## src/rtl/nco_pkg.sv

```systemverilog
package nco_pkg;

  // Angle resolution inside the rotator: one full turn = 2**ANG_BITS units.
  localparam int ANG_BITS = 24;
  // Number of entries available in the arctangent step table.
  localparam int ATAN_N = 18;
  // Q16 approximation of the product of cos(atan(2^-i)), valid for 12+ steps.
  localparam int GAIN_Q16 = 39797;

  typedef enum logic [1:0] {
    QUAD_I   = 2'd0,
    QUAD_II  = 2'd1,
    QUAD_III = 2'd2,
    QUAD_IV  = 2'd3
  } quad_e;

  // atan(2^-idx) expressed in units of 2*pi / 2**ANG_BITS.
  function automatic int atan_step(input int idx);
    case (idx)
      0:  return 2097152;
      1:  return 1238021;
      2:  return 654136;
      3:  return 332050;
      4:  return 166669;
      5:  return 83416;
      6:  return 41718;
      7:  return 20860;
      8:  return 10430;
      9:  return 5215;
      10: return 2608;
      11: return 1304;
      12: return 652;
      13: return 326;
      14: return 163;
      15: return 81;
      16: return 41;
      17: return 20;
      default: return 0;
    endcase
  endfunction

endpackage

```

## src/rtl/nco_phase_acc.sv

```systemverilog
module nco_phase_acc #(
  parameter int ACC_W = 34,
  parameter int PH_W  = 16
) (
  input  logic             clk,
  input  logic             rst_n,
  input  logic             cen,
  input  logic             clr,
  input  logic             load,
  input  logic [ACC_W-1:0] tune,
  output logic [PH_W-1:0]  phase
);

  logic [ACC_W-1:0] acc_q;
  logic [ACC_W-1:0] acc_d;

  // Clear wins over load; load wins over accumulate.
  always_comb begin
    acc_d = acc_q + tune;
    if (load) acc_d = tune;
    if (clr)  acc_d = '0;
  end

  always_ff @(posedge clk or negedge rst_n) begin
    if (!rst_n)   acc_q <= '0;
    else if (cen) acc_q <= acc_d;
  end

  assign phase = acc_q[ACC_W-1 -: PH_W];

endmodule

```

## src/rtl/nco_cordic_stage.sv

```systemverilog
module nco_cordic_stage #(
  parameter int XW    = 20,
  parameter int ZW    = 26,
  parameter int SHIFT = 0,
  parameter int ANGLE = 0
) (
  input  logic                 clk,
  input  logic                 rst_n,
  input  logic                 cen,
  input  logic signed [XW-1:0] x_i,
  input  logic signed [XW-1:0] y_i,
  input  logic signed [ZW-1:0] z_i,
  input  nco_pkg::quad_e       q_i,
  output logic signed [XW-1:0] x_o,
  output logic signed [XW-1:0] y_o,
  output logic signed [ZW-1:0] z_o,
  output nco_pkg::quad_e       q_o
);

  localparam logic signed [ZW-1:0] ANG = ANGLE[ZW-1:0];

  logic signed [XW-1:0] x_sh;
  logic signed [XW-1:0] y_sh;
  logic                 rot_neg;

  assign x_sh    = x_i >>> SHIFT;
  assign y_sh    = y_i >>> SHIFT;
  assign rot_neg = z_i[ZW-1];

  always_ff @(posedge clk or negedge rst_n) begin
    if (!rst_n) begin
      x_o <= '0;
      y_o <= '0;
      z_o <= '0;
      q_o <= nco_pkg::QUAD_I;
    end else if (cen) begin
      if (rot_neg) begin
        x_o <= x_i + y_sh;
        y_o <= y_i - x_sh;
        z_o <= z_i + ANG;
      end else begin
        x_o <= x_i - y_sh;
        y_o <= y_i + x_sh;
        z_o <= z_i - ANG;
      end
      q_o <= q_i;
    end
  end

endmodule

```

## src/rtl/nco_delay.sv

```systemverilog
module nco_delay #(
  parameter int W     = 8,
  parameter int DEPTH = 1
) (
  input  logic         clk,
  input  logic         rst_n,
  input  logic         cen,
  input  logic [W-1:0] d,
  output logic [W-1:0] q
);

  generate
    if (DEPTH == 0) begin : g_wire
      assign q = d;
    end else begin : g_regs
      logic [W-1:0] sr [DEPTH];
      always_ff @(posedge clk or negedge rst_n) begin
        if (!rst_n) begin
          for (int k = 0; k < DEPTH; k++) sr[k] <= '0;
        end else if (cen) begin
          sr[0] <= d;
          for (int k = 1; k < DEPTH; k++) sr[k] <= sr[k-1];
        end
      end
      assign q = sr[DEPTH-1];
    end
  endgenerate

endmodule

```

## src/rtl/nco_quad_top.sv

```systemverilog
module nco_quad_top #(
  parameter int ACC_W   = 34,
  parameter int PH_W    = 16,
  parameter int OUT_W   = 16,
  parameter int AMP     = 32000,
  parameter int ITER    = 16,
  parameter int LATENCY = 31,
  parameter int FRAC    = 2
) (
  input  logic                    clk,
  input  logic                    rst_n,
  input  logic                    cen,
  input  logic                    phase_clr,
  input  logic                    phase_load,
  input  logic [ACC_W-1:0]        tune_word,
  output logic signed [OUT_W-1:0] sin_out,
  output logic signed [OUT_W-1:0] cos_out,
  output logic                    out_valid
);

  import nco_pkg::*;

  // Derived sizes. Stages: phase register, prep, ITER rotations, pad, output.
  localparam int XW    = OUT_W + FRAC + 2;
  localparam int ZW    = ANG_BITS + 2;
  localparam int RW    = PH_W - 2;
  localparam int ZPAD  = ANG_BITS - PH_W;
  localparam int PAD   = LATENCY - 3 - ITER;
  localparam int DW    = 2 * XW + 2;
  localparam longint X0_L = (longint'(AMP) * GAIN_Q16 * (longint'(1) << FRAC)) >>> 16;
  localparam logic signed [XW-1:0] X0  = XW'(X0_L);
  localparam logic signed [XW-1:0] RND = XW'(1) <<< (FRAC - 1);

  // ---------------- phase register ----------------
  logic [PH_W-1:0] phase;

  nco_phase_acc #(.ACC_W(ACC_W), .PH_W(PH_W)) u_acc (
    .clk   (clk),
    .rst_n (rst_n),
    .cen   (cen),
    .clr   (phase_clr),
    .load  (phase_load),
    .tune  (tune_word),
    .phase (phase)
  );

  // ---------------- quadrant split ----------------
  logic signed [ZW-1:0] z0_q;
  quad_e                q0_q;

  always_ff @(posedge clk or negedge rst_n) begin
    if (!rst_n) begin
      z0_q <= '0;
      q0_q <= QUAD_I;
    end else if (cen) begin
      z0_q <= ZW'({phase[RW-1:0], {ZPAD{1'b0}}});
      q0_q <= quad_e'(phase[PH_W-1 -: 2]);
    end
  end

  // ---------------- rotator chain ----------------
  logic signed [XW-1:0] x_s [ITER+1];
  logic signed [XW-1:0] y_s [ITER+1];
  logic signed [ZW-1:0] z_s [ITER+1];
  quad_e                q_s [ITER+1];

  assign x_s[0] = X0;
  assign y_s[0] = '0;
  assign z_s[0] = z0_q;
  assign q_s[0] = q0_q;

  generate
    for (genvar i = 0; i < ITER; i++) begin : g_rot
      nco_cordic_stage #(
        .XW    (XW),
        .ZW    (ZW),
        .SHIFT (i),
        .ANGLE (atan_step(i))
      ) u_stage (
        .clk   (clk),
        .rst_n (rst_n),
        .cen   (cen),
        .x_i   (x_s[i]),
        .y_i   (y_s[i]),
        .z_i   (z_s[i]),
        .q_i   (q_s[i]),
        .x_o   (x_s[i+1]),
        .y_o   (y_s[i+1]),
        .z_o   (z_s[i+1]),
        .q_o   (q_s[i+1])
      );
    end
  endgenerate

  // ---------------- latency padding ----------------
  logic [DW-1:0]        dly_in;
  logic [DW-1:0]        dly_out;
  logic signed [XW-1:0] xd;
  logic signed [XW-1:0] yd;
  logic [1:0]           qd;

  assign dly_in = {x_s[ITER], y_s[ITER], q_s[ITER]};

  nco_delay #(.W(DW), .DEPTH(PAD)) u_pad (
    .clk   (clk),
    .rst_n (rst_n),
    .cen   (cen),
    .d     (dly_in),
    .q     (dly_out)
  );

  assign {xd, yd, qd} = dly_out;

  // ---------------- rounding and quadrant fix-up ----------------
  logic signed [XW-1:0]    c_full;
  logic signed [XW-1:0]    s_full;
  logic signed [OUT_W-1:0] c_r;
  logic signed [OUT_W-1:0] s_r;
  logic signed [OUT_W-1:0] cos_d;
  logic signed [OUT_W-1:0] sin_d;

  assign c_full = (xd + RND) >>> FRAC;
  assign s_full = (yd + RND) >>> FRAC;
  assign c_r    = c_full[OUT_W-1:0];
  assign s_r    = s_full[OUT_W-1:0];

  always_comb begin
    case (quad_e'(qd))
      QUAD_I:   begin cos_d = c_r;  sin_d = s_r;  end
      QUAD_II:  begin cos_d = -s_r; sin_d = c_r;  end
      QUAD_III: begin cos_d = -c_r; sin_d = -s_r; end
      default:  begin cos_d = s_r;  sin_d = -c_r; end
    endcase
  end

  always_ff @(posedge clk or negedge rst_n) begin
    if (!rst_n) begin
      cos_out <= '0;
      sin_out <= '0;
    end else if (cen) begin
      cos_out <= cos_d;
      sin_out <= sin_d;
    end
  end

  // ---------------- valid token chain ----------------
  logic [LATENCY-1:0] tok_sr;

  always_ff @(posedge clk or negedge rst_n) begin
    if (!rst_n)   tok_sr <= '0;
    else if (cen) tok_sr <= {tok_sr[LATENCY-2:0], 1'b1};
  end

  assign out_valid = tok_sr[LATENCY-1];

endmodule

```

## config.mk

```make
export PLATFORM = sky130hd
export DESIGN_NAME = nco_quad_top
export DESIGN_NICKNAME = d
export VERILOG_FILES = /design/src/rtl/nco_pkg.sv /design/src/rtl/nco_phase_acc.sv /design/src/rtl/nco_cordic_stage.sv /design/src/rtl/nco_delay.sv /design/src/rtl/nco_quad_top.sv
export SDC_FILE = /design/constraint.sdc
export NUM_CORES = 2
export LEC_CHECK = 0
export BUFFER_PORTS_ARGS = -buffer_cell sky130_fd_sc_hd__buf_2
export CORE_ASPECT_RATIO = 0.8
export CORE_MARGIN = 2
export CORE_UTILIZATION = 60
export CTS_CLUSTER_SIZE = 25
export DETAILED_ROUTE_END_ITERATION = 16
export GPL_TIMING_DRIVEN = 1
export PLACE_DENSITY = 0.76
export SETUP_SLACK_MARGIN = 0.1
export SYNTH_ARGS = -nofsm -noshare
export SYNTH_HDL_FRONTEND = slang
export SYNTH_SLANG_ARGS = --single-unit
```

## constraint.sdc

```tcl
create_clock -name clk -period 4.95 [get_ports clk]
set_input_delay 0.2475 -clock clk [delete_from_list [all_inputs] [get_ports clk]]
set_output_delay 0.2475 -clock clk [all_outputs]
set_load 0.01 [all_outputs]
```

==> impl_metrics.tcl <==
set metrics [dict create \
    via_per_inst 6.19 \
    synth_area_sq_um 102000 \
    layout-drive-gt1-share_pct 15.7 \
    status "finished clean" \
    crit_type "flop to flop" \
    cts_resized 0 \
    worst_pin_slew_ps 1080 \
    finalHoldViolations 0 \
    cts.sinks 1473 \
    grt_max_degree 221 \
    ant_nets 0 \
    dp_hpwl_mm 186 \
    synth_area_leader_cell "dfrtp_1" \
    ys.flop_type "dfrtp_1" \
    crit_buf_inv 1 \
    layout_commonest_cell "dfrtp_1" \
    clock_skew_ps 66.3 \
    clkTransAtPathRegs_ps 60 \
    antenna_found_initial 11 \
    slowest_stage "dfrtp_1" \
    portBuffers 71 \
    setup_slack_ps 501 \
    path_cells "clkinv_1 > ha_1 > nor4b_1 > nor2_1 > a21boi_0 > ha_1 > a21oi_1 > o21ai_0 > a41oi_1 > o21ai_0 > o221ai_1 > a21oi_1 > o311ai_0" \
    period_share_pct 89.9 \
    setup_viol 0 \
    slew_headroom_pct 27.9 \
    h-tree-depth 4 \
    rr_worst_depth 13 \
    slew_viol_final 0 \
    dr.pass1.iters 6 \
    worstReg2RegStart "g_rot[1].u_stage.y_o[12]" \
    finish.net_count 11300 \
    num_vias 78800 \
    cts_max_path_buffers 3 \
    max_cap_viol_count 0 \
    cp.depth 13 \
    drc 0 \
    fin_setup_tns_ps 0 \
    wirelength_mm 254 \
    cp_max_fo 15 \
    clk_root_buffer_cell "clkbuf_16" \
    fmax_ghz 0.225 \
    gr-total-overflow 0 \
    start_util_pct 60.2 \
    die_w_um 464 \
    ys_seq_elements 1473 \
    startpoint_type "flop" \
    yosysTopAreaCellShare_pct 36.3 \
    critPathMaxStageDelay_ps 730 \
    die_area_sq_um 173000 \
    postCtsSetupBuffers 0 \
    synth_fp_nets 11300 \
    min_path_type "primary input to async pin" \
    rr_endpoint "g_rot[2].u_stage.y_o[18]" \
    final.min_clock_period_ps 4450 \
    die_h_um 372 \
    area_growth_pct 8.77 \
    crit_end "g_rot[2].u_stage.y_o[18]" \
    place_ws_ps 567 \
    grt_pass1_vias 77000 \
    seq_area_frac_synth_pct 36.3 \
    syn_inst 10300 \
    fillers 13200 \
    cts_made_buffers 157 \
    cts_tree "done" \
    drtIter0Drc 6415 \
    required_ps 5640 \
    row_count 135 \
    synth.avg_cell_area_sq_um 9.88 \
    async_flop_share_pct 100 \
    clk_latency_ps 860 \
    grt_usage_pct 29.2 \
    rsz0062_at_grt "no" \
    reg2reg_slack_ps 500 \
    top_level_ports 72 \
    crit_arrival_ps 5140 \
    wire_per_inst_um 19.9 \
    core_sq_um 169000 \
    synth_area_leaders "dfrtp_1 36%, mux2_2 12%, ha_1 11%" \
    cp_top_family "compound AO/OA/AOI/OAI gates" \
    place_congestion 0.951 \
    layout_common_cells "1,472 x dfrtp_1, 1,084 x mux2_2, 919 x ha_1" \
    synth_cell_types 108 \
    synth_edf_count 0 \
    crit_start "g_rot[1].u_stage.y_o[12]" \
    yosysWarnings 0 \
    grt_pass1_wl_mm 413 \
    end_kind "flop" \
]
[what timing repair did]
action,4_1_cts,5_1_grt
hold buffers,42,0
hold endpoints to repair,354,0
setup endpoints to repair,0,0
[routing by layer]
layer  up-vias  GRT usage, %  part of all wire, %
met1     38700          44.0                   48
met5         -             0                0.026
met4        10          6.93                  2.0
met3       337          4.35                  6.5
met2      2173          44.0                   43
li1      37600             -                    -
[worst min-delay path by stage]
stage          slack [ps]  depth (start not counted)  startpoint                  endpoint
6_report               40                          2       rst_n  g_rot[6].u_stage.z_o[18]
5_1_grt                80                          2       rst_n   g_rot[6].u_stage.z_o[2]
4_1_cts                20                          2       rst_n   g_rot[6].u_stage.z_o[2]
3_5_place_dp          250                          1       rst_n  g_rot[6].u_stage.z_o[18]
3_3_place_gp          260                          1       rst_n  g_rot[6].u_stage.z_o[19]
2_1_floorplan         -50                          0       rst_n                cos_out[0]
[sequential cells by signal (all words and copies together), names as in the netlist]
register and flops:
u_pad.g_regs.sr 396, u_acc.acc_q 34, g_rot.u_stage.x_o 274, u_pad.q 36
sin_out 16, g_rot.u_stage.q_o 32, cos_out 16, z0_q 14
g_rot.u_stage.y_o 277, q0_q 2, tok_sr 31, g_rot.u_stage.z_o 345
[area by class of cell]
type	instances	area [sq um]	share of cell area [%]
multi-input cells	8103	62000	56.1
flip-flops and latches	1473	36900	33.3
clock buffers	220	4540	4.10
well taps	2260	2830	2.56
repair buffers	205	1750	1.58
inverters	391	1480	1.33
clock inverters	68	1090	0.984
diodes	3	7.51	0.00679
[cell families after synthesis]
| logic type | Yosys count | synth area share (%) |
|---|---|---|
| AOI/OAI and AO/OA | 2596 | 16.1 |
| and+or+nand+nor | 2433 | 11.5 |
| DFF | 1473 | 36.3 |
| muxes | 1180 | 13.2 |
| adders and majority gates | 959 | 12.1 |
| xor gates and xnor gates | 935 | 8.06 |
| buffers and inverters | 716 | 2.73 |
[through the flow]
stage	hold WS, ps	cell area, sq um	util [%]	cells
after floorplan	-48.1	102000	-	10300
after global placement	255	104000	61.9	12400
after detailed placement	252	104000	61.9	12400
after CTS	17.8	111000	65.5	12700
after global routing	79.0	111000	65.5	12700
final	43.0	111000	65.5	12700
[cell usage after synthesis, drive strengths merged (258+ instances only)]
master	instances
a21o	258
ha	919
dfrtp	1473
mux2	1084
xnor2	654
nor2	775
a21oi	870
inv	385
nand2	540
clkbuf	283
nor3	263
o21ai	529
xor2	281
Power is not shown: default switching activity piles up to over one toggle a cycle in this logic, so the estimate is an artifact.
